### src/rtl/ovl_pkg.sv
package ovl_pkg;
  localparam int unsigned FIELD_BITS = 3;

  typedef enum logic [FIELD_BITS-1:0] {
    FLD_CORNER = 3'd0,
    FLD_EXTENT = 3'd1,
    FLD_CTRL   = 3'd2,
    FLD_ALPHA  = 3'd3,
    FLD_KEY    = 3'd4,
    FLD_GUARD  = 3'd5
  } ovl_field_e;
endpackage

### src/rtl/ovl_span_end.sv
module ovl_span_end #(
  parameter int unsigned CW = 12
) (
  input  logic [CW-1:0] start,
  input  logic [CW-1:0] extent,
  output logic [CW:0]   last
);
  logic [CW:0] sum;
  assign sum  = {1'b0, start} + {1'b0, extent};
  assign last = (sum == '0) ? '0 : sum - 1'b1;
endmodule

### src/rtl/ovl_win_slot.sv
module ovl_win_slot
  import ovl_pkg::*;
#(
  parameter int unsigned CW        = 12,
  parameter int unsigned DW        = 32,
  parameter int unsigned ALPHA_W   = 12,
  parameter int unsigned KEY_W     = 24,
  parameter bit          HAS_BLEND = 1'b1,
  parameter bit          HAS_AREA  = 1'b1
) (
  input  logic               clk,
  input  logic               rst_n,
  input  logic               sel,
  input  ovl_field_e         fld,
  input  logic [DW-1:0]      wdata,
  input  logic               sync,
  input  logic [CW-1:0]      pix_x,
  input  logic [CW-1:0]      pix_y,
  output logic [CW-1:0]      x0,
  output logic [CW-1:0]      y0,
  output logic [CW:0]        x1,
  output logic [CW:0]        y1,
  output logic               active,
  output logic [ALPHA_W-1:0] alpha,
  output logic [KEY_W-1:0]   key,
  output logic [2*CW-1:0]    area,
  output logic               hit
);
  localparam int unsigned HI = DW / 2;

  logic [CW-1:0] sh_x0, sh_y0, sh_w, sh_h;
  logic [CW-1:0] lv_x0, lv_y0, lv_w, lv_h;
  logic          sh_wen, sh_cen, lv_wen, lv_cen;
  logic          guard;
  logic          copy;
  logic          unused_wdata;

  assign unused_wdata = ^wdata;
  assign copy = sync && !guard;

  always_ff @(posedge clk) begin
    if (!rst_n) begin
      sh_x0 <= '0; sh_y0 <= '0; sh_w <= '0; sh_h <= '0;
      lv_x0 <= '0; lv_y0 <= '0; lv_w <= '0; lv_h <= '0;
      sh_wen <= 1'b0; sh_cen <= 1'b0; lv_wen <= 1'b0; lv_cen <= 1'b0;
      guard <= 1'b0;
    end else begin
      if (copy) begin
        lv_x0 <= sh_x0; lv_y0 <= sh_y0; lv_w <= sh_w; lv_h <= sh_h;
        lv_wen <= sh_wen; lv_cen <= sh_cen;
      end
      if (sel) begin
        case (fld)
          FLD_CORNER: begin sh_x0 <= wdata[CW-1:0]; sh_y0 <= wdata[HI +: CW]; end
          FLD_EXTENT: begin sh_w  <= wdata[CW-1:0]; sh_h  <= wdata[HI +: CW]; end
          FLD_CTRL:   begin sh_wen <= wdata[0]; sh_cen <= wdata[1]; end
          FLD_GUARD:  guard <= wdata[0];
          default: ;
        endcase
      end
    end
  end

  generate
    if (HAS_BLEND) begin : g_blend
      logic [ALPHA_W-1:0] sh_a, lv_a;
      logic [KEY_W-1:0]   sh_k, lv_k;
      always_ff @(posedge clk) begin
        if (!rst_n) begin
          sh_a <= '0; lv_a <= '0; sh_k <= '0; lv_k <= '0;
        end else begin
          if (copy) begin lv_a <= sh_a; lv_k <= sh_k; end
          if (sel && fld == FLD_ALPHA) sh_a <= wdata[ALPHA_W-1:0];
          if (sel && fld == FLD_KEY)   sh_k <= wdata[KEY_W-1:0];
        end
      end
      assign alpha = lv_a;
      assign key   = lv_k;
    end else begin : g_noblend
      assign alpha = '0;
      assign key   = '0;
    end

    if (HAS_AREA) begin : g_area
      assign area = {{CW{1'b0}}, lv_w} * {{CW{1'b0}}, lv_h};
    end else begin : g_noarea
      assign area = '0;
    end
  endgenerate

  ovl_span_end #(.CW(CW)) u_end_x (.start(lv_x0), .extent(lv_w), .last(x1));
  ovl_span_end #(.CW(CW)) u_end_y (.start(lv_y0), .extent(lv_h), .last(y1));

  assign x0     = lv_x0;
  assign y0     = lv_y0;
  assign active = lv_wen && lv_cen;
  assign hit    = active
               && ({1'b0, pix_x} >= {1'b0, lv_x0}) && ({1'b0, pix_x} <= x1)
               && ({1'b0, pix_y} >= {1'b0, lv_y0}) && ({1'b0, pix_y} <= y1);

  assert_hold_until_sync_R2: assert property (@(posedge clk) disable iff (!rst_n)
    !sync |=> $stable(x0) && $stable(y0) && $stable(x1) && $stable(y1) && $stable(active));

  assert_copy_on_sync_R3: assert property (@(posedge clk) disable iff (!rst_n)
    (sync && !guard) |=> (lv_x0 == $past(sh_x0)) && (lv_w == $past(sh_w))
                      && (lv_y0 == $past(sh_y0)) && (lv_h == $past(sh_h)));

  assert_guard_holds_R4: assert property (@(posedge clk) disable iff (!rst_n)
    (sync && guard) |=> $stable(x0) && $stable(y0) && $stable(x1) && $stable(y1));

  assert_corner_inclusive_R5: assert property (@(posedge clk) disable iff (!rst_n)
    (x1 >= {1'b0, x0}) || (lv_w == '0));

  assert_hit_needs_enables_R6: assert property (@(posedge clk) disable iff (!rst_n)
    hit |-> (lv_wen && lv_cen));
endmodule

### src/rtl/ovl_shadow_bank.sv
module ovl_shadow_bank
  import ovl_pkg::*;
#(
  parameter int unsigned NWIN       = 5,
  parameter int unsigned CW         = 12,
  parameter int unsigned DW         = 32,
  parameter int unsigned ALPHA_W    = 12,
  parameter int unsigned KEY_W      = 24,
  parameter int unsigned AREA_WINS  = 3,
  parameter int unsigned BLEND_FROM = 1,
  localparam int unsigned WB        = $clog2(NWIN),
  localparam int unsigned AW        = WB + FIELD_BITS
) (
  input  logic                    clk,
  input  logic                    rst_n,
  input  logic                    wr_en,
  input  logic [AW-1:0]           wr_addr,
  input  logic [DW-1:0]           wr_data,
  input  logic                    frame_sync,
  input  logic [CW-1:0]           pix_x,
  input  logic [CW-1:0]           pix_y,
  output logic [NWIN*CW-1:0]      live_x0,
  output logic [NWIN*CW-1:0]      live_y0,
  output logic [NWIN*(CW+1)-1:0]  live_x1,
  output logic [NWIN*(CW+1)-1:0]  live_y1,
  output logic [NWIN-1:0]         live_active,
  output logic [NWIN*ALPHA_W-1:0] live_alpha,
  output logic [NWIN*KEY_W-1:0]   live_key,
  output logic [NWIN*2*CW-1:0]    live_area,
  output logic [NWIN-1:0]         win_hit
);
  logic [WB-1:0] wsel;
  ovl_field_e    fld;

  assign wsel = wr_addr[AW-1:FIELD_BITS];
  assign fld  = ovl_field_e'(wr_addr[FIELD_BITS-1:0]);

  generate
    for (genvar w = 0; w < NWIN; w++) begin : g_win
      ovl_win_slot #(
        .CW(CW), .DW(DW), .ALPHA_W(ALPHA_W), .KEY_W(KEY_W),
        .HAS_BLEND(w >= BLEND_FROM), .HAS_AREA(w < AREA_WINS)
      ) u_slot (
        .clk(clk), .rst_n(rst_n),
        .sel(wr_en && (wsel == WB'(w))),
        .fld(fld), .wdata(wr_data), .sync(frame_sync),
        .pix_x(pix_x), .pix_y(pix_y),
        .x0(live_x0[w*CW +: CW]), .y0(live_y0[w*CW +: CW]),
        .x1(live_x1[w*(CW+1) +: CW+1]), .y1(live_y1[w*(CW+1) +: CW+1]),
        .active(live_active[w]),
        .alpha(live_alpha[w*ALPHA_W +: ALPHA_W]),
        .key(live_key[w*KEY_W +: KEY_W]),
        .area(live_area[w*2*CW +: 2*CW]),
        .hit(win_hit[w])
      );
    end
  endgenerate

  assert_reset_clear_R1: assert property (@(posedge clk)
    !rst_n |=> (win_hit == '0) && (live_active == '0) && (live_x0 == '0) && (live_area == '0));

  assert_w0_no_blend_R9: assert property (@(posedge clk) disable iff (!rst_n)
    (live_alpha[ALPHA_W-1:0] == '0) && (live_key[KEY_W-1:0] == '0));
endmodule

### config.mk
export PLATFORM = sky130hd
export DESIGN_NAME = ovl_shadow_bank
export DESIGN_NICKNAME = d
export VERILOG_FILES = /design/src/rtl/ovl_pkg.sv /design/src/rtl/ovl_span_end.sv /design/src/rtl/ovl_win_slot.sv /design/src/rtl/ovl_shadow_bank.sv
export SDC_FILE = /design/constraint.sdc
export NUM_CORES = 2
export LEC_CHECK = 0
export ABC_AREA = 1
export CAP_MARGIN = 10
export CORE_MARGIN = 3
export CORE_UTILIZATION = 50
export CTS_BUF_LIST = sky130_fd_sc_hd__clkbuf_4 sky130_fd_sc_hd__clkbuf_8 sky130_fd_sc_hd__clkbuf_16
export DETAILED_ROUTE_END_ITERATION = 8
export PLACE_DENSITY = 0.72
export SYNTH_ARGS = -nofsm -noshare
export SYNTH_HDL_FRONTEND = slang
export SYNTH_SLANG_ARGS = --single-unit
### constraint.sdc
create_clock -name clk -period 7.8 [get_ports clk]
set_input_delay 1.56 -clock clk [delete_from_list [all_inputs] [get_ports clk]]
set_output_delay 1.56 -clock clk [all_outputs]
set_load 0.02 [all_outputs]
==> results.md <==
- Initial cell density of the core: 50.7%
- Final nets: between 9000 and 10000
- Fin crit share: a little under 100%
- Crit path buf inv count: 4
- GPL Wtd Cong: between 0.9 and 1
- Share of cells above drive strength 1: 5.33%
- Final Power: 11800 uW
- Die area: about 0.12 mm2
- Area Growth Syn to Fin: 16.5%
- Required time of the critical path: 6.24 ns
- Chip width: about 340 um
- Finished Layout Cells: ~10000
- CTS buffer count: just over 80
- Slew @ Worst Pin: 1.25 ns
- Final ANT Viol Nets: 0
- Netlist cell types: 57
- HPWL Detailed: ~140000 um
- Root Buffer: clkbuf_16
- Critical path type: reg -> out
- Clk buf depth: 3
- Post-synth EDFFs: 0
- VDD IR max: about 0.00021 V
- Reg area: roughly 0.016 mm2
- Setup crit start kind: flop
- Top cells by area, synth: dfxtp_1, ha_1, fa_1
- Multi-input logic area: 0.0353 mm2
- Die height: between 300 and 400 um
- Count leader, synth: nor2_1
- Setup TNS: 0 ns
- Total track usage: between 30% and 40%
- Top cell type's share of synthesized area: between 20% and 30%
- Max-slew violation count: 0
- Final Hold Violating Endpoints: 0
- Synth async-reset ratio: 0%
- Drt via density: between 5 and 6
- DR vias: 53361
- CTS resizes: 15
- Clock Pin Slew Worst Setup and Hold Paths: 0.06 ns
- Mapped Cells: 8150
- Pre-antenna DRT Iters: 6
- Routed wire length per instance: between 15 and 20 um
- Status: finished clean
- Worst path slowest cell: dfxtp_1
- Clock H-tree levels: 3
- DR WL met3: ~16000 um
- Row count: 123
- Crit-path most repeated cell: fa_1
- Commonest cells post-synth: nor2_1, nand2_1, inv_1, o21ai_0, dfxtp_1
- Largest net degree at the start of global routing: 260
- LEAKAGE: around 0.034 uW
- Total grt overflow: 0
- Ys flop type: dfxtp_1
- Top sig layer: met5
- Final Util: approximately three fifths
- Metal-1 WL: 80600 um
- Setup crit end kind: output pin
- Placed cell count: around 10000
- Post-route minimum period: about 7.6 ns
- Vias in the first global route: about 50000
- Global-route wire length before repair: roughly 290000 um
- Crit-path max cell delay: ~0.70 ns
- Max transition margin: between 10% and 20%
- CTS Sinks: 793
- Post-route DRC: 0
- Core area: 0.113 mm2
- Number of post-CTS setup repair buffers: 0
- FILL cells: approximately 10000
- Seq/Total Area, Yosys: approximately 28%
- RSZ-0062 raised after global routing: no
- #FFs+latches synth: ~800
- Worst Path Arrival: 6.05 ns
- # IOs: about 630
- Max Fclk: approximately 130 MHz
- Area leader, netlist: dfxtp_1
- CTS tree: built
- # hold bufs at CTS: 0
- WL final: 188000 um
- Clk_lat worst skew: 0.65 ns
- Final Skew: about 0.021 ns
- Worst-path fanout max: 12
- Final setup fails: 0
- Hold Crit Class: reg -> reg
- Metal2 WL: slightly above 80000 um
- Number of I/O port buffers: about 540
- Cell family with most CP delay: adder cells
- DRT iter0 DRCs: around 4700
- Syn avg cell area: between 7 and 8 um2
- Max Cap Viol: 0
- Antenna violations before repair: 12
- Netlist Area Pre-Place: between 0.05 and 0.06 mm2
- PD cells: between 150 and 200 mW/mm2
- Ys Warns: 0
- Cell Chain, Critical Path: nand2_1 -> fa_1 -> inv_1 -> fa_1 -> inv_1 -> fa_1 -> inv_1 -> fa_1 -> fa_1 -> ha_1 -> nand2_1 -> nor4_1 -> nand4_1 -> nand3_1 -> xor2_1 -> clkdlybuf4s50_1
## final timing paths
| check | startpoint | endpoint | slack (ns) | cells after the start |
|---|---|---|---|---|
| setup / recovery | g_win[1].u_slot.lv_h[9] | live_area[45] | 0.19 | 16 |
| hold / removal | g_win[3].u_slot.sh_h[6] | g_win[3].u_slot.lv_h[6] | 0.47 | 2 |
| setup reg to reg | g_win[2].u_slot.guard | g_win[2].u_slot.alpha[2] | 4.72 | 6 |
| hold reg to reg | g_win[3].u_slot.sh_h[6] | g_win[3].u_slot.lv_h[6] | 0.47 | 2 |
## layout by cell type, fill, tap and decap left out, types with 69 or more instances in the layout
master and n:
buf_4 97, a21oi_1 333, ha_1 556, nand2_1 1246, conb_1 84, fa_1 310, clkbuf_16 83, xor2_1 106
inv_1 1200, nand3_1 221, nor2_1 1628, o21ai_0 875, clkdlybuf4s50_1 504, dfxtp_1 750, nand4_1 69
## worst reg2reg max path: cells and delay by family, from the launching register on
kind          cells  cell delay (ns)
simple gates      3             0.43
buf+inv           3             2.21
flops             1             0.33
## cell type report
cell class	instances	share of cell area, %
Multi-Input combinational cell	5760	52.7
Sequential cell	793	23.8
Timing Repair Buffer	636	9.08
Inverter	1245	6.99
Clock buffer	110	3.56
Tap cell	1500	2.80
Clock inverter	38	0.995
Antenna cell	6	0.0224
## report_power, final
part           total (uW)  switching [uW]  internal [uW]  leakage [uW]
clock                4380            1750           2630       0.00149
combinational        3080            1940           1140        0.0263
sequential           4330             160           4170       0.00648
total               11800            3850           7950        0.0343
## layer usage
layer / up-vias / global-route usage (%)
li1: 26081 / -
met1: 24858 / 41.8
met2: 2028 / 48.4
met3: 388 / 5.66
met4: 6 / 12.9
met5: - / 0
## logic make-up (layout without fill, tap and decap cells)
| family | Yosys count | after routing | synth area share (%) |
|---|---|---|---|
| DFF | 793 | 793 | 27.6 |
| adders and majority gates | 866 | 866 | 22.9 |
| buffers and inverters | 1680 | 2029 | 11.6 |
| other | 1 | 90 | 0.00653 |
| and+or+nand+nor | 3329 | 3329 | 23.4 |
| xor gates and xnor gates | 166 | 166 | 2.64 |
| AOI/OAI and AO/OA | 1315 | 1315 | 11.8 |
## flip-flops by register name (all words and copies together), names as in the netlist, 48 cells and up
| signal | cells |
|---|---|
| g_win.u_slot.alpha | 48 |
| g_win.u_slot.key | 96 |
| g_win.u_slot.sh_x0 | 60 |
| g_win.u_slot.sh_h | 60 |
| g_win.u_slot.x0 | 60 |
| g_win.u_slot.g_blend.sh_a | 48 |
| g_win.u_slot.lv_w | 60 |
| g_win.u_slot.sh_w | 60 |
| g_win.u_slot.y0 | 60 |
| g_win.u_slot.g_blend.sh_k | 96 |
| g_win.u_slot.lv_h | 60 |
| g_win.u_slot.sh_y0 | 60 |
## per-stage QoR
step                hold slack, ns  setup slack [ns]  instance area, um2
floorplan                    0.450              1.35               57800
global placement             0.455             0.564               63800
detailed placement           0.464             0.570               63800
CTS                          0.472           0.00451               66800
global route                 0.488           0.00298               66900
finish                       0.474             0.194               66900
No activity file was read; power rests on OpenSTA's default activity.
